[src/rtl/credit_link_pkg.sv]
package credit_link_pkg;

  typedef enum logic [1:0] {
    ACT_IDLE,
    ACT_PASS,
    ACT_SEND,
    ACT_DROP
  } prod_act_e;

  function automatic int unsigned cl_bits(input int unsigned n);
    return (n < 2) ? 1 : $clog2(n);
  endfunction

endpackage

[src/rtl/credit_link_ring.sv]
module credit_link_ring
  import credit_link_pkg::*;
#(
  parameter int unsigned TW  = 8,
  parameter int unsigned CAP = 2,
  parameter int unsigned PRE = 1
) (
  input  logic          clk,
  input  logic          rst_n,
  input  logic          push,
  input  logic [TW-1:0] push_tok,
  input  logic          pop,
  output logic [TW-1:0] head_tok,
  output logic          has_tok,
  output logic          has_room
);
  localparam int unsigned AW = cl_bits(CAP);
  localparam int unsigned NW = $clog2(CAP + 1);

  logic [TW-1:0] slot_q [CAP];
  logic [AW-1:0] rd_q, rd_n, wr_q, wr_n;
  logic [NW-1:0] num_q, num_n;

  function automatic logic [AW-1:0] bump(input logic [AW-1:0] p);
    return (p == AW'(CAP - 1)) ? '0 : p + AW'(1);
  endfunction

  always_comb begin
    rd_n  = pop  ? bump(rd_q) : rd_q;
    wr_n  = push ? bump(wr_q) : wr_q;
    num_n = num_q + NW'(push) - NW'(pop);
  end

  always_ff @(posedge clk or negedge rst_n) begin
    if (!rst_n) begin
      rd_q  <= '0;
      wr_q  <= AW'(PRE % CAP);
      num_q <= NW'(PRE);
    end else begin
      rd_q  <= rd_n;
      wr_q  <= wr_n;
      num_q <= num_n;
    end
  end

  always_ff @(posedge clk or negedge rst_n) begin
    if (!rst_n) begin
      for (int i = 0; i < int'(CAP); i++) slot_q[i] <= '0;
    end else if (push) begin
      slot_q[wr_q] <= push_tok;
    end
  end

  assign head_tok = slot_q[rd_q];
  assign has_tok  = (num_q != '0);
  assign has_room = (num_q != NW'(CAP));

endmodule

[src/rtl/credit_link_acct.sv]
module credit_link_acct #(
  parameter int unsigned DEPTH = 2,
  parameter int unsigned CW    = 2
) (
  input  logic          clk,
  input  logic          rst_n,
  input  logic          step,
  input  logic          take,
  input  logic [CW-1:0] ret,
  output logic [CW-1:0] avail,
  output logic [CW-1:0] cnt_q,
  output logic          ovf
);
  logic [CW:0]   sum;
  logic [CW-1:0] cnt_n;

  always_comb begin
    sum   = {1'b0, cnt_q} + {1'b0, ret};
    ovf   = (sum > (CW+1)'(DEPTH));
    avail = ovf ? CW'(DEPTH) : sum[CW-1:0];
    cnt_n = step ? (avail - CW'(take)) : cnt_q;
  end

  always_ff @(posedge clk or negedge rst_n) begin
    if (!rst_n) cnt_q <= CW'(DEPTH);
    else        cnt_q <= cnt_n;
  end

endmodule

[src/rtl/credit_link.sv]
module credit_link
  import credit_link_pkg::*;
#(
  parameter int unsigned W     = 8,
  parameter int unsigned DEPTH = 2,
  parameter int unsigned DLAT  = 1,
  parameter int unsigned CLAT  = 1,
  localparam int unsigned CW   = $clog2(DEPTH + 1)
) (
  input  logic          clk,
  input  logic          rst_n,
  output logic          prod_ready,
  output logic          prod_can_send,
  input  logic          prod_enq,
  input  logic          prod_msg_valid,
  input  logic [W-1:0]  prod_msg,
  input  logic          prod_pass,
  output logic          prod_err,
  output logic          cons_ready,
  output logic          cons_can_recv,
  output logic [W-1:0]  cons_msg,
  input  logic          cons_done,
  input  logic [CW-1:0] cons_credits
);
  localparam int unsigned DCAP = DLAT + 1;
  localparam int unsigned CCAP = CLAT + 1;

  if (DLAT < 1 || CLAT > 1) begin : g_bad_cfg
    $error("credit_link: DLAT must be >= 1 and CLAT must be 0 or 1");
  end

  // reset: asserted asynchronously, released after two clock edges
  logic rs1_q, srst_n;
  always_ff @(posedge clk or negedge rst_n) begin
    if (!rst_n) begin
      rs1_q  <= 1'b0;
      srst_n <= 1'b0;
    end else begin
      rs1_q  <= 1'b1;
      srst_n <= rs1_q;
    end
  end

  logic [W:0]    d_head;
  logic          d_has, d_room;
  logic [CW-1:0] c_head, ret, avail, cnt_q;
  logic          c_has, c_room, ovf;
  prod_act_e     act;
  logic          p_end, c_end, take, err_q, err_n;

  assign prod_ready    = c_has && d_room;
  assign ret           = c_has ? c_head : '0;
  assign prod_can_send = prod_ready && (avail != '0);

  always_comb begin
    act = ACT_IDLE;
    if (prod_ready) begin
      if (prod_enq) begin
        if (!prod_msg_valid)    act = ACT_PASS;
        else if (prod_can_send) act = ACT_SEND;
        else                    act = ACT_DROP;
      end else if (prod_pass) begin
        act = ACT_PASS;
      end
    end
  end

  assign p_end = (act != ACT_IDLE);
  assign take  = (act == ACT_SEND);
  assign err_n = (act == ACT_DROP);

  assign cons_ready    = d_has && c_room;
  assign c_end         = cons_ready && cons_done;
  assign cons_can_recv = cons_ready && d_head[W];
  assign cons_msg      = cons_can_recv ? d_head[W-1:0] : '0;

  credit_link_ring #(.TW(W + 1), .CAP(DCAP), .PRE(DLAT)) u_data (
    .clk      (clk),
    .rst_n    (srst_n),
    .push     (p_end),
    .push_tok ({take, take ? prod_msg : {W{1'b0}}}),
    .pop      (c_end),
    .head_tok (d_head),
    .has_tok  (d_has),
    .has_room (d_room)
  );

  credit_link_ring #(.TW(CW), .CAP(CCAP), .PRE(CLAT)) u_cred (
    .clk      (clk),
    .rst_n    (srst_n),
    .push     (c_end),
    .push_tok (cons_credits),
    .pop      (p_end),
    .head_tok (c_head),
    .has_tok  (c_has),
    .has_room (c_room)
  );

  credit_link_acct #(.DEPTH(DEPTH), .CW(CW)) u_acct (
    .clk   (clk),
    .rst_n (srst_n),
    .step  (p_end),
    .take  (take),
    .ret   (ret),
    .avail (avail),
    .cnt_q (cnt_q),
    .ovf   (ovf)
  );

  always_ff @(posedge clk or negedge srst_n) begin
    if (!srst_n) err_q <= 1'b0;
    else         err_q <= err_n;
  end
  assign prod_err = err_q;

endmodule

[config.mk]
export PLATFORM = sky130hd
export DESIGN_NAME = credit_link
export DESIGN_NICKNAME = d
export VERILOG_FILES = /design/src/rtl/credit_link_pkg.sv /design/src/rtl/credit_link_ring.sv /design/src/rtl/credit_link_acct.sv /design/src/rtl/credit_link.sv
export SDC_FILE = /design/constraint.sdc
export NUM_CORES = 1
export LEC_CHECK = 0
export BUFFER_PORTS_ARGS = -buffer_cell sky130_fd_sc_hd__buf_2
export CORE_MARGIN = 10
export CORE_UTILIZATION = 35
export DETAILED_ROUTE_END_ITERATION = 10
export REMOVE_ABC_BUFFERS = 1
export SLEW_MARGIN = 20
export SYNTH_ARGS = -nofsm -noshare
export SYNTH_HDL_FRONTEND = slang
export SYNTH_SLANG_ARGS = --single-unit
[constraint.sdc]
create_clock -name clk -period 1.9 [get_ports clk]
set_input_delay 0.285 -clock clk [delete_from_list [all_inputs] [get_ports clk]]
set_output_delay 0.285 -clock clk [all_outputs]
set_load 0.1 [all_outputs]
==> impl_metrics.yaml, run 1 <==
sta:
  period_share: 1.30
  rsz0062_at_grt: "true"
  period_minus_slack_ns: 2.48
  max_freq_mhz: 404
  hold_slack_ns: 0.247
  relSlewSlack: 0.605
  finalHoldViolations: 0
  tightestPinTransition_ns: 0.590
  setup_viol: 33
  maxSlewViolCount: 0
  fin_worst_skew_ns: 0.00673
  worst_slack_ns: -0.576
route:
  drtAntennaViolNets: 0
  wl_per_cell_um: 16.2
  vias_per_cell: 4.95
  vias: 1352
  firstDrtPassIters: 4
  drc: 0
  wl_um: 4430
  drt_iter0_markers: 51
floorplanning:
  initial_core_util: 0.369
  die_w_um: 91.3
  die_area_um2: 8340
  io_pins: 29
  rows: 25
  coreArea_um2: 4820
  die_h_um: 91.3
synthesis:
  yosys_warnings: 0
  synthCells: 152
  synth.distinct_cells: 32
  synth_edf_count: 0
  syn_avg_cell_area_um2: 11.7
  synth.most_common_cell: "dfrtp_1"
  ys.flop_type: "dfrtp_1"
  yosysTopAreaCellShare: 0.422
  ys_top_cells_by_area: "dfrtp_1 (42%), mux2_2 (13%), dfstp_2 (7.4%)"
  netlist_area_um2: 1780
  ys_ff_latch: 35
  synth_seq_area_share: 0.496
  yosysTopAreaCell: "dfrtp_1"
  ys_async_sr_fraction: 1.00
  synth_common_cells: "dfrtp_1 (30), mux2_2 (21)"
clock_tree:
  cts.sinks: 35
  cts_buffers: 5
  cts_root_buf: "clkbuf_8"
  ctsHtreeMaxLevel: 2
  clkLatencyLatePin_ns: 0.29
  clk_pin_slew_ns: 0.07
  cts_tree: "done"
  cts_buffer_depth: 2
setup_path:
  r2r_start: "u_cred.rd_q"
  cp_data_arrival_time_ns: 2.19
  worstReg2RegEnd: "u_acct.cnt_q[1]"
  crit_fanout: 2
  end_kind: "output pin"
  endpoint: "prod_can_send"
  cp.required_ns: 1.62
  critPathLaunchType: "flip-flop"
  path_class: "reg2out"
  rr_worst_depth: 9
  critPathLaunch: "u_cred.rd_q"
  r2r_slack_ns: -0.54
cells_and_area:
  fin_util: 0.561
  stdcell_area_um2: 2700
  antenna_cells: 0
  fillers: 412
  final_nets: 227
  syn_to_final_growth_pct: 52.0
  drive_above_1_share: 0.612
placement:
  placed_area_um2: 2250
  place.port_buffers: 28
  finalWeightedCongestion: 0.811
  dp_hpwl_um: 3010
grt:
  grt_usage: 0.110
  antenna_found_initial: 0
  grt_max_degree: 34
  grt_pass1_vias: 1511
  grt_overflow_total: 0
  grt_pass1_wl_um: 7400
outcome:
  violations: "negative setup slack"
  status: "finished, violations left"
job:
  maxCapViolCount: 0
min_path:
  whs_path_depth: 2
  hp-class: "in2reg"
## worst max-delay path, cell delays in order (launching register included)
cell	delay, ns
dfrtp_1	0.37
mux2i_1	0.25
nor2_1	0.08
ha_2	0.18
fa_2	0.55
nor3_2	0.05
nor3_2	0.12
buf_4	0.14
buf_12	0.16
## state kept, by name, indices dropped and copies added (netlist names)
| name | count |
|---|---|
| u_cred.num_q | 2 |
| u_cred.wr_q | 1 |
| srst_n | 1 |
| prod_err | 1 |
| u_data.wr_q | 1 |
| rs1_q | 1 |
| u_data.num_q | 2 |
| u_cred.slot_q | 4 |
| u_cred.rd_q | 1 |
| u_data.rd_q | 1 |
| u_data.slot_q | 18 |
| u_acct.cnt_q | 2 |
## repair_timing
action	CTS	global route
resized for setup	41	15
setup endpoints to repair	33	37
gates cloned	2	0
pin swaps	5	7
setup buffers	3	3
endpoints found under the hold margin	2	0
hold buffers	1	0
## per-stage QoR
stage / setup slack, ns / setup TNS [ns] / std cells
global route: -0.677 / -15.32 / 273
global placement: -0.488 / -9.99 / 256
floorplan: -2.00 / -22.21 / 146
finish: -0.576 / -12.78 / 273
detailed placement: -0.598 / -12.25 / 256
CTS: -0.623 / -13.86 / 270
## worst min-delay path by stage
stage | start | to | slack, ns
finish | cons_credits[0] | u_cred.slot_q[0] | 0.25
CTS | cons_credits[0] | u_cred.slot_q[0] | 0.25
detailed placement | rst_n | rs1_q | 0.07
global route | cons_credits[1] | u_cred.slot_q[1] | 0.24
global placement | rst_n | rs1_q | 0.07
floorplan | rst_n | rs1_q | -0.01
## cell usage in the layout (no fill, tap or decap), types with 2 or more instances in the layout
| cell | n |
|---|---|
| a21oi_4 | 8 |
| and3_4 | 8 |
| buf_12 | 11 |
| buf_2 | 16 |
| buf_4 | 20 |
| buf_6 | 2 |
| clkbuf_8 | 6 |
| dfrtp_1 | 30 |
| dfstp_2 | 5 |
| ha_1 | 2 |
| ha_4 | 2 |
| inv_1 | 5 |
| inv_4 | 3 |
| mux2_2 | 21 |
| mux2i_1 | 4 |
| nand2_1 | 3 |
| nand3_1 | 8 |
| nand3b_1 | 8 |
| nor2_1 | 5 |
| nor2_2 | 2 |
| nor3_2 | 3 |
| nor4_4 | 4 |
| o2bb2ai_1 | 2 |
| or2_4 | 2 |
| or3_4 | 3 |
| xnor2_1 | 6 |
| xor2_1 | 2 |
## cell families after synthesis
kind of cell | share of synthesized area
adder cells (fa/ha/maj) | 0.0464
buffers and inverters | 0.0359
XOR/XNOR | 0.0443
multiplexers | 0.155
flip-flops | 0.496
other | 0.00211
AND/OR/NAND/NOR | 0.184
AO/OA/AOI/OAI | 0.0366
## cell type report
class / count / area (um^2) / area share
inverter: 9 / 41.3 / 0.0153
timing repair buffer: 50 / 483 / 0.179
multi-input combinational: 104 / 1100 / 0.405
sequential: 35 / 882 / 0.326
tap: 67 / 83.8 / 0.0310
clock inverter: 2 / 35.0 / 0.0130
clock buffer: 6 / 82.6 / 0.0305
## per-layer routing
layer,up-vias,GRT usage,routed length (um)
met4,0,0.0496,94
li1,639,-,-
met1,676,0.124,1850
met2,27,0.193,2350
met3,10,0.0272,133
met5,-,0,0
Power of run 1 is left out: the tool's default activity adds up to more than one toggle a clock period on the data nets, which glitch-free logic cannot reach.
==> inputs of run 2 (changes only) <==
- clock period: 1.9 -> 2.5 ns (I/O delays scaled with it)
==> run 2 against run 1 <==
  * The flow still finishes with violations (negative setup slack)
  * Hold slack gained 0.024 ns
  * Via count decreased by 6.9%
  * Critical path depth shrank 1
  * Sequential cell count unchanged
  * Die area is the same
  * Register-to-register slack improved by 0.53 ns
  * Clock skew down 0.0014 ns
  * Cell count fell by 6.6%
  * Non-clock buffer count decreased by 16
  * Global-route usage decreased by 1.3 points
  * First-iteration DRC count shrank 27%
  * Routed wire length down 11%
  * Critical endpoint unchanged
  * Largest cell class is now flip-flops and latches
  * Highest routed layer unchanged
==> impl_metrics.yaml, run 2 (synthesis gave the netlist of run 1 again) <==
outcome:
  status: "finished, violations left"
  violations: "negative setup slack"
clock_tree:
  cts_root_buf: "clkbuf_8"
  cts_buffer_depth: 2
  clk_pin_slew_ns: 0.07
  clkLatencyLatePin_ns: 0.28
  cts_tree: "done"
  ctsHtreeMaxLevel: 2
  cts_buffers: 5
  cts.sinks: 35
floorplanning:
  die_area_um2: 8340
  io_pins: 29
  rows: 25
  coreArea_um2: 4820
  die_w_um: 91.3
  die_h_um: 91.3
  initial_core_util: 0.369
cells_and_area:
  antenna_cells: 0
  final_cell_mix: "dfrtp_1 (30), mux2_2 (21), buf_2 (19)"
  drive_above_1_share: 0.388
  reg_top3: "u_data.slot_q (18), u_cred.slot_q (4)"
  final_nets: 209
  top_register: "u_data.slot_q"
  stdcell_area_um2: 2150
  syn_to_final_growth_pct: 20.6
  largest_reg_flops: 18
  finalNonFillerCells: 255
  mostFrequentLayoutCell: "dfrtp_1"
setup_path:
  crit_path_max_incr_delay_ns: 0.53
  end_kind: "output pin"
  critPathLaunchType: "flip-flop"
  crit_fanout: 3
  path_delay_family: "adder cells"
  path_class: "reg2out"
  cp.required_ns: 2.12
  cp_data_arrival_time_ns: 2.15
  cp_slowest_cell: "fa_1"
  crit_path_frequent_cell: "nor3_2"
  crit_chain: "mux2i_1 -> nor2_1 -> ha_1 -> fa_1 -> nor3_2 -> nor3_2 -> buf_12"
  critical_path_buf_inv_count: 1
placement:
  finalWeightedCongestion: 0.771
  placed_area_um2: 2030
  place_ws_ns: 0.0192
  place.port_buffers: 28
  dp_hpwl_um: 2930
  dp_cells: 246
grt:
  grt_pass1_wl_um: 6580
  grt_max_degree: 34
  grt_usage: 0.0971
  grt_pass1_vias: 1379
  antenna_found_initial: 0
  grt_overflow_total: 0
route:
  wl_per_cell_um: 15.5
  drtAntennaViolNets: 0
  vias: 1259
  firstDrtPassIters: 4
  drc: 0
  drt_iter0_markers: 37
  wl_um: 3950
  vias_per_cell: 4.94
job:
  maxCapViolCount: 0
sta:
  tightestPinTransition_ns: 0.688
  fin_worst_skew_ns: 0.00535
  max_freq_mhz: 396
  period_minus_slack_ns: 2.53
  relSlewSlack: 0.538
  setup_viol: 5
  worst_slack_ns: -0.0266
  rsz0062_at_grt: "true"
  maxSlewViolCount: 0
  setup_tns_ns: -0.0614
  period_share: 1.01
  finalHoldViolations: 0
min_path:
  hp-class: "reg2async"
## run 2: changes by cell type in the layout (fill, tap and decap cells not counted), moves of 8 or more
cell      delta
buf_4       -15
a21oi_1      +8
clkbuf_4     +8
and3_4       -8
and3_1       +8
a21oi_4      -8
buf_12      -10
## run 2: layout make-up
class | instances | area, um^2
fill | 498 | 2670
clock buffer | 8 | 80.1
multi-input combinational | 102 | 843
inverter | 9 | 33.8
sequential | 35 | 882
timing repair buffer | 34 | 223
tap | 67 | 83.8
## run 2: metal layers
| layer | global-route usage | wire length (um) | share of wire | up-vias |
|---|---|---|---|---|
| li1 | - | - | - | 601 |
| met1 | 0.106 | 1690 | 0.43 | 620 |
| met2 | 0.169 | 2010 | 0.51 | 33 |
| met3 | 0.0387 | 201 | 0.051 | 5 |
| met4 | 0.0274 | 43 | 0.011 | 0 |
| met5 | 0 | 0 | 0 | - |
## run 2: path summary, 6_finish.rpt
kind                            startpoint                 to  slack (ns)  cells after the start
setup / recovery               u_cred.rd_q      prod_can_send       -0.03                      7
hold / removal                      srst_n    u_data.num_q[1]        0.27                      1
setup reg to reg           u_cred.num_q[0]  u_data.slot_q[12]       -0.01                      7
hold reg to reg                     srst_n    u_data.num_q[1]        0.27                      1
max in group asynchronous           srst_n        u_data.wr_q        1.89                      1
min in group clk           cons_credits[0]   u_cred.slot_q[2]        0.34                      2
## run 2: what timing repair did
action / 4_1_cts / 5_1_grt
resized for setup: 2 / 8
pin swaps: 0 / 0
hold buffers: 1 / 0
setup endpoints to repair: 1 / 26
buffers inserted: 0 / 0
endpoints found under the hold margin: 2 / 0
## run 2: metrics by stage
step,utilization,hold WS [ns]
after CTS,0.441,0.288
after global placement,0.421,0.160
final,0.445,0.271
after detailed placement,0.421,0.163
after global routing,0.445,0.316
after floorplan,-,0.0794
## run 2: worst register-to-register path, delay by kind of cell (launching register included)
family,cells,cell delay (ns)
fa+ha+maj,2,0.62
simple gates,4,0.94
mux,1,0.27
flops,1,0.56
Power of run 2 is left out for the same reason.
==> inputs of run 3 (changes only) <==
- PLACE_DENSITY_LB_ADDON: unset -> 0.15
==> run 3 against run 2 <==
  * The flow still finishes with violations (negative setup slack)
  * Hold slack got worse by 0.0016 ns
  * Register-to-register slack better by 0.04 ns
  * Largest cell class unchanged
  * Clock skew increased by 0.0038 ns
  * Fmax fell by 1.0%
  * Worst setup slack worse by 0.027 ns
  * Sequential share of layout area decreased by 1.2 points
  * Core utilization grew 1.3 points
  * Die area is the same
  * Count of clock-buffer cells in the layout fell by 2
  * Global-route usage is 0.39 points higher
  * Cell count is the same
==> impl_metrics.yaml, run 3 (synthesis gave the netlist of run 1 again) <==
outcome:
  status: "finished, violations left"
  violations: "negative setup slack"
route:
  drtAntennaViolNets: 0
  drt_iter0_markers: 53
  wl_per_cell_um: 15.8
  vias_per_cell: 4.93
  drc: 0
  firstDrtPassIters: 4
  vias: 1256
  wl_um: 4040
cells_and_area:
  final_cell_mix: "dfrtp_1 (30), mux2_2 (21), buf_2 (18)"
  fillers: 488
  largest_reg_flops: 18
  mostFrequentLayoutCell: "dfrtp_1"
  antenna_cells: 0
  multi_input_area_um2: 863
  syn_to_final_growth_pct: 24.2
  top_register: "u_data.slot_q"
  finalNonFillerCells: 255
  final_nets: 209
  drive_above_1_share: 0.420
  reg_top3: "u_data.slot_q (18), u_cred.slot_q (4)"
  regArea_um2: 882
grt:
  antenna_found_initial: 0
  grt_overflow_total: 0
  grt_pass1_wl_um: 6740
  grt_usage: 0.101
  grt_max_degree: 34
  grt_pass1_vias: 1424
setup_path:
  end_kind: "output pin"
  critPathLaunch: "u_cred.rd_q"
  cp_data_arrival_time_ns: 2.18
  rr_worst_depth: 7
  path_class: "reg2out"
  critPathLaunchType: "flip-flop"
  cp.required_ns: 2.12
  r2r_start: "u_cred.num_q[0]"
  crit_fanout: 3
floorplanning:
  coreArea_um2: 4820
  initial_core_util: 0.369
  die_area_um2: 8340
  rows: 25
  io_pins: 29
  die_w_um: 91.3
  die_h_um: 91.3
sta:
  period_minus_slack_ns: 2.55
  period_share: 1.02
  rsz0062_at_grt: "true"
  tightestPinTransition_ns: 0.717
  maxSlewViolCount: 0
  setup_viol: 1
  finalHoldViolations: 0
  worst_slack_ns: -0.0532
  fin_worst_skew_ns: 0.00911
  max_freq_mhz: 392
  relSlewSlack: 0.518
clock_tree:
  ctsHtreeMaxLevel: 2
  cts_root_buf: "clkbuf_8"
  cts_buffer_depth: 2
  cts_buffers: 5
  clkLatencyLatePin_ns: 0.29
  cts.sinks: 35
  clk_pin_slew_ns: 0.07
  cts_tree: "done"
job:
  maxCapViolCount: 0
placement:
  dp_hpwl_um: 2900
  place_ws_ns: -0.100
  finalWeightedCongestion: 0.727
  place.port_buffers: 28
  dp_cells: 245
min_path:
  hp-class: "reg2async"
run 3: worst paths after layout:
path,to,slack [ns]
worst max-delay path,prod_can_send,-0.05
worst min-delay path,u_data.slot_q[10],0.27
worst max register to register,u_data.slot_q[0],0.03
worst min register to register,u_data.slot_q[10],0.27
max in group asynchronous,u_acct.cnt_q[1],1.88
min in group clk,u_cred.slot_q[3],0.34
run 3: per-layer routing:
metal	part of all wire	vias up	track usage
met5	0	-	0
met4	0.0057	0	0.0313
met3	0.036	2	0.0379
met2	0.55	20	0.193
met1	0.40	638	0.0975
li1	-	596	-
run 3: area by class of cell:
type / count / area share
clock buffers: 6 / 0.0374
clock inverters: 2 / 0.0159
inverters: 9 / 0.0153
multi-input cells: 102 / 0.391
flip-flops and latches: 35 / 0.399
well taps: 67 / 0.0379
repair buffers: 34 / 0.104
run 3: metrics by stage:
step	hold WS [ns]	util	instance area [um^2]	TNS, ns
final	0.269	0.459	2210	-0.0532
after global routing	0.323	0.459	2210	-0.746
after CTS	0.296	0.453	2180	-0.0723
after detailed placement	0.162	0.419	2020	-1.40
after global placement	0.160	0.419	2020	-0.249
after floorplan	0.0794	-	1750	-5.30
run 3: critical path: stages, from the launching register on:
cell and delay (ns):
dfrtp_1 0.37, mux2i_1 0.24, nor2_1 0.06, ha_1 0.19
fa_1 0.56, nor3_2 0.07, nor3_2 0.19, buf_12 0.21
run 3: timing repair:
item / in CTS / in global routing
setup buffers: 1 / 0
hold buffers: 1 / 0
endpoints found under the setup margin: 19 / 25
gates resized for setup: 7 / 9
gates cloned: 0 / 0
endpoints found under the hold margin: 2 / 0
pin swaps: 0 / 1
Power of run 3 is left out for the same reason.
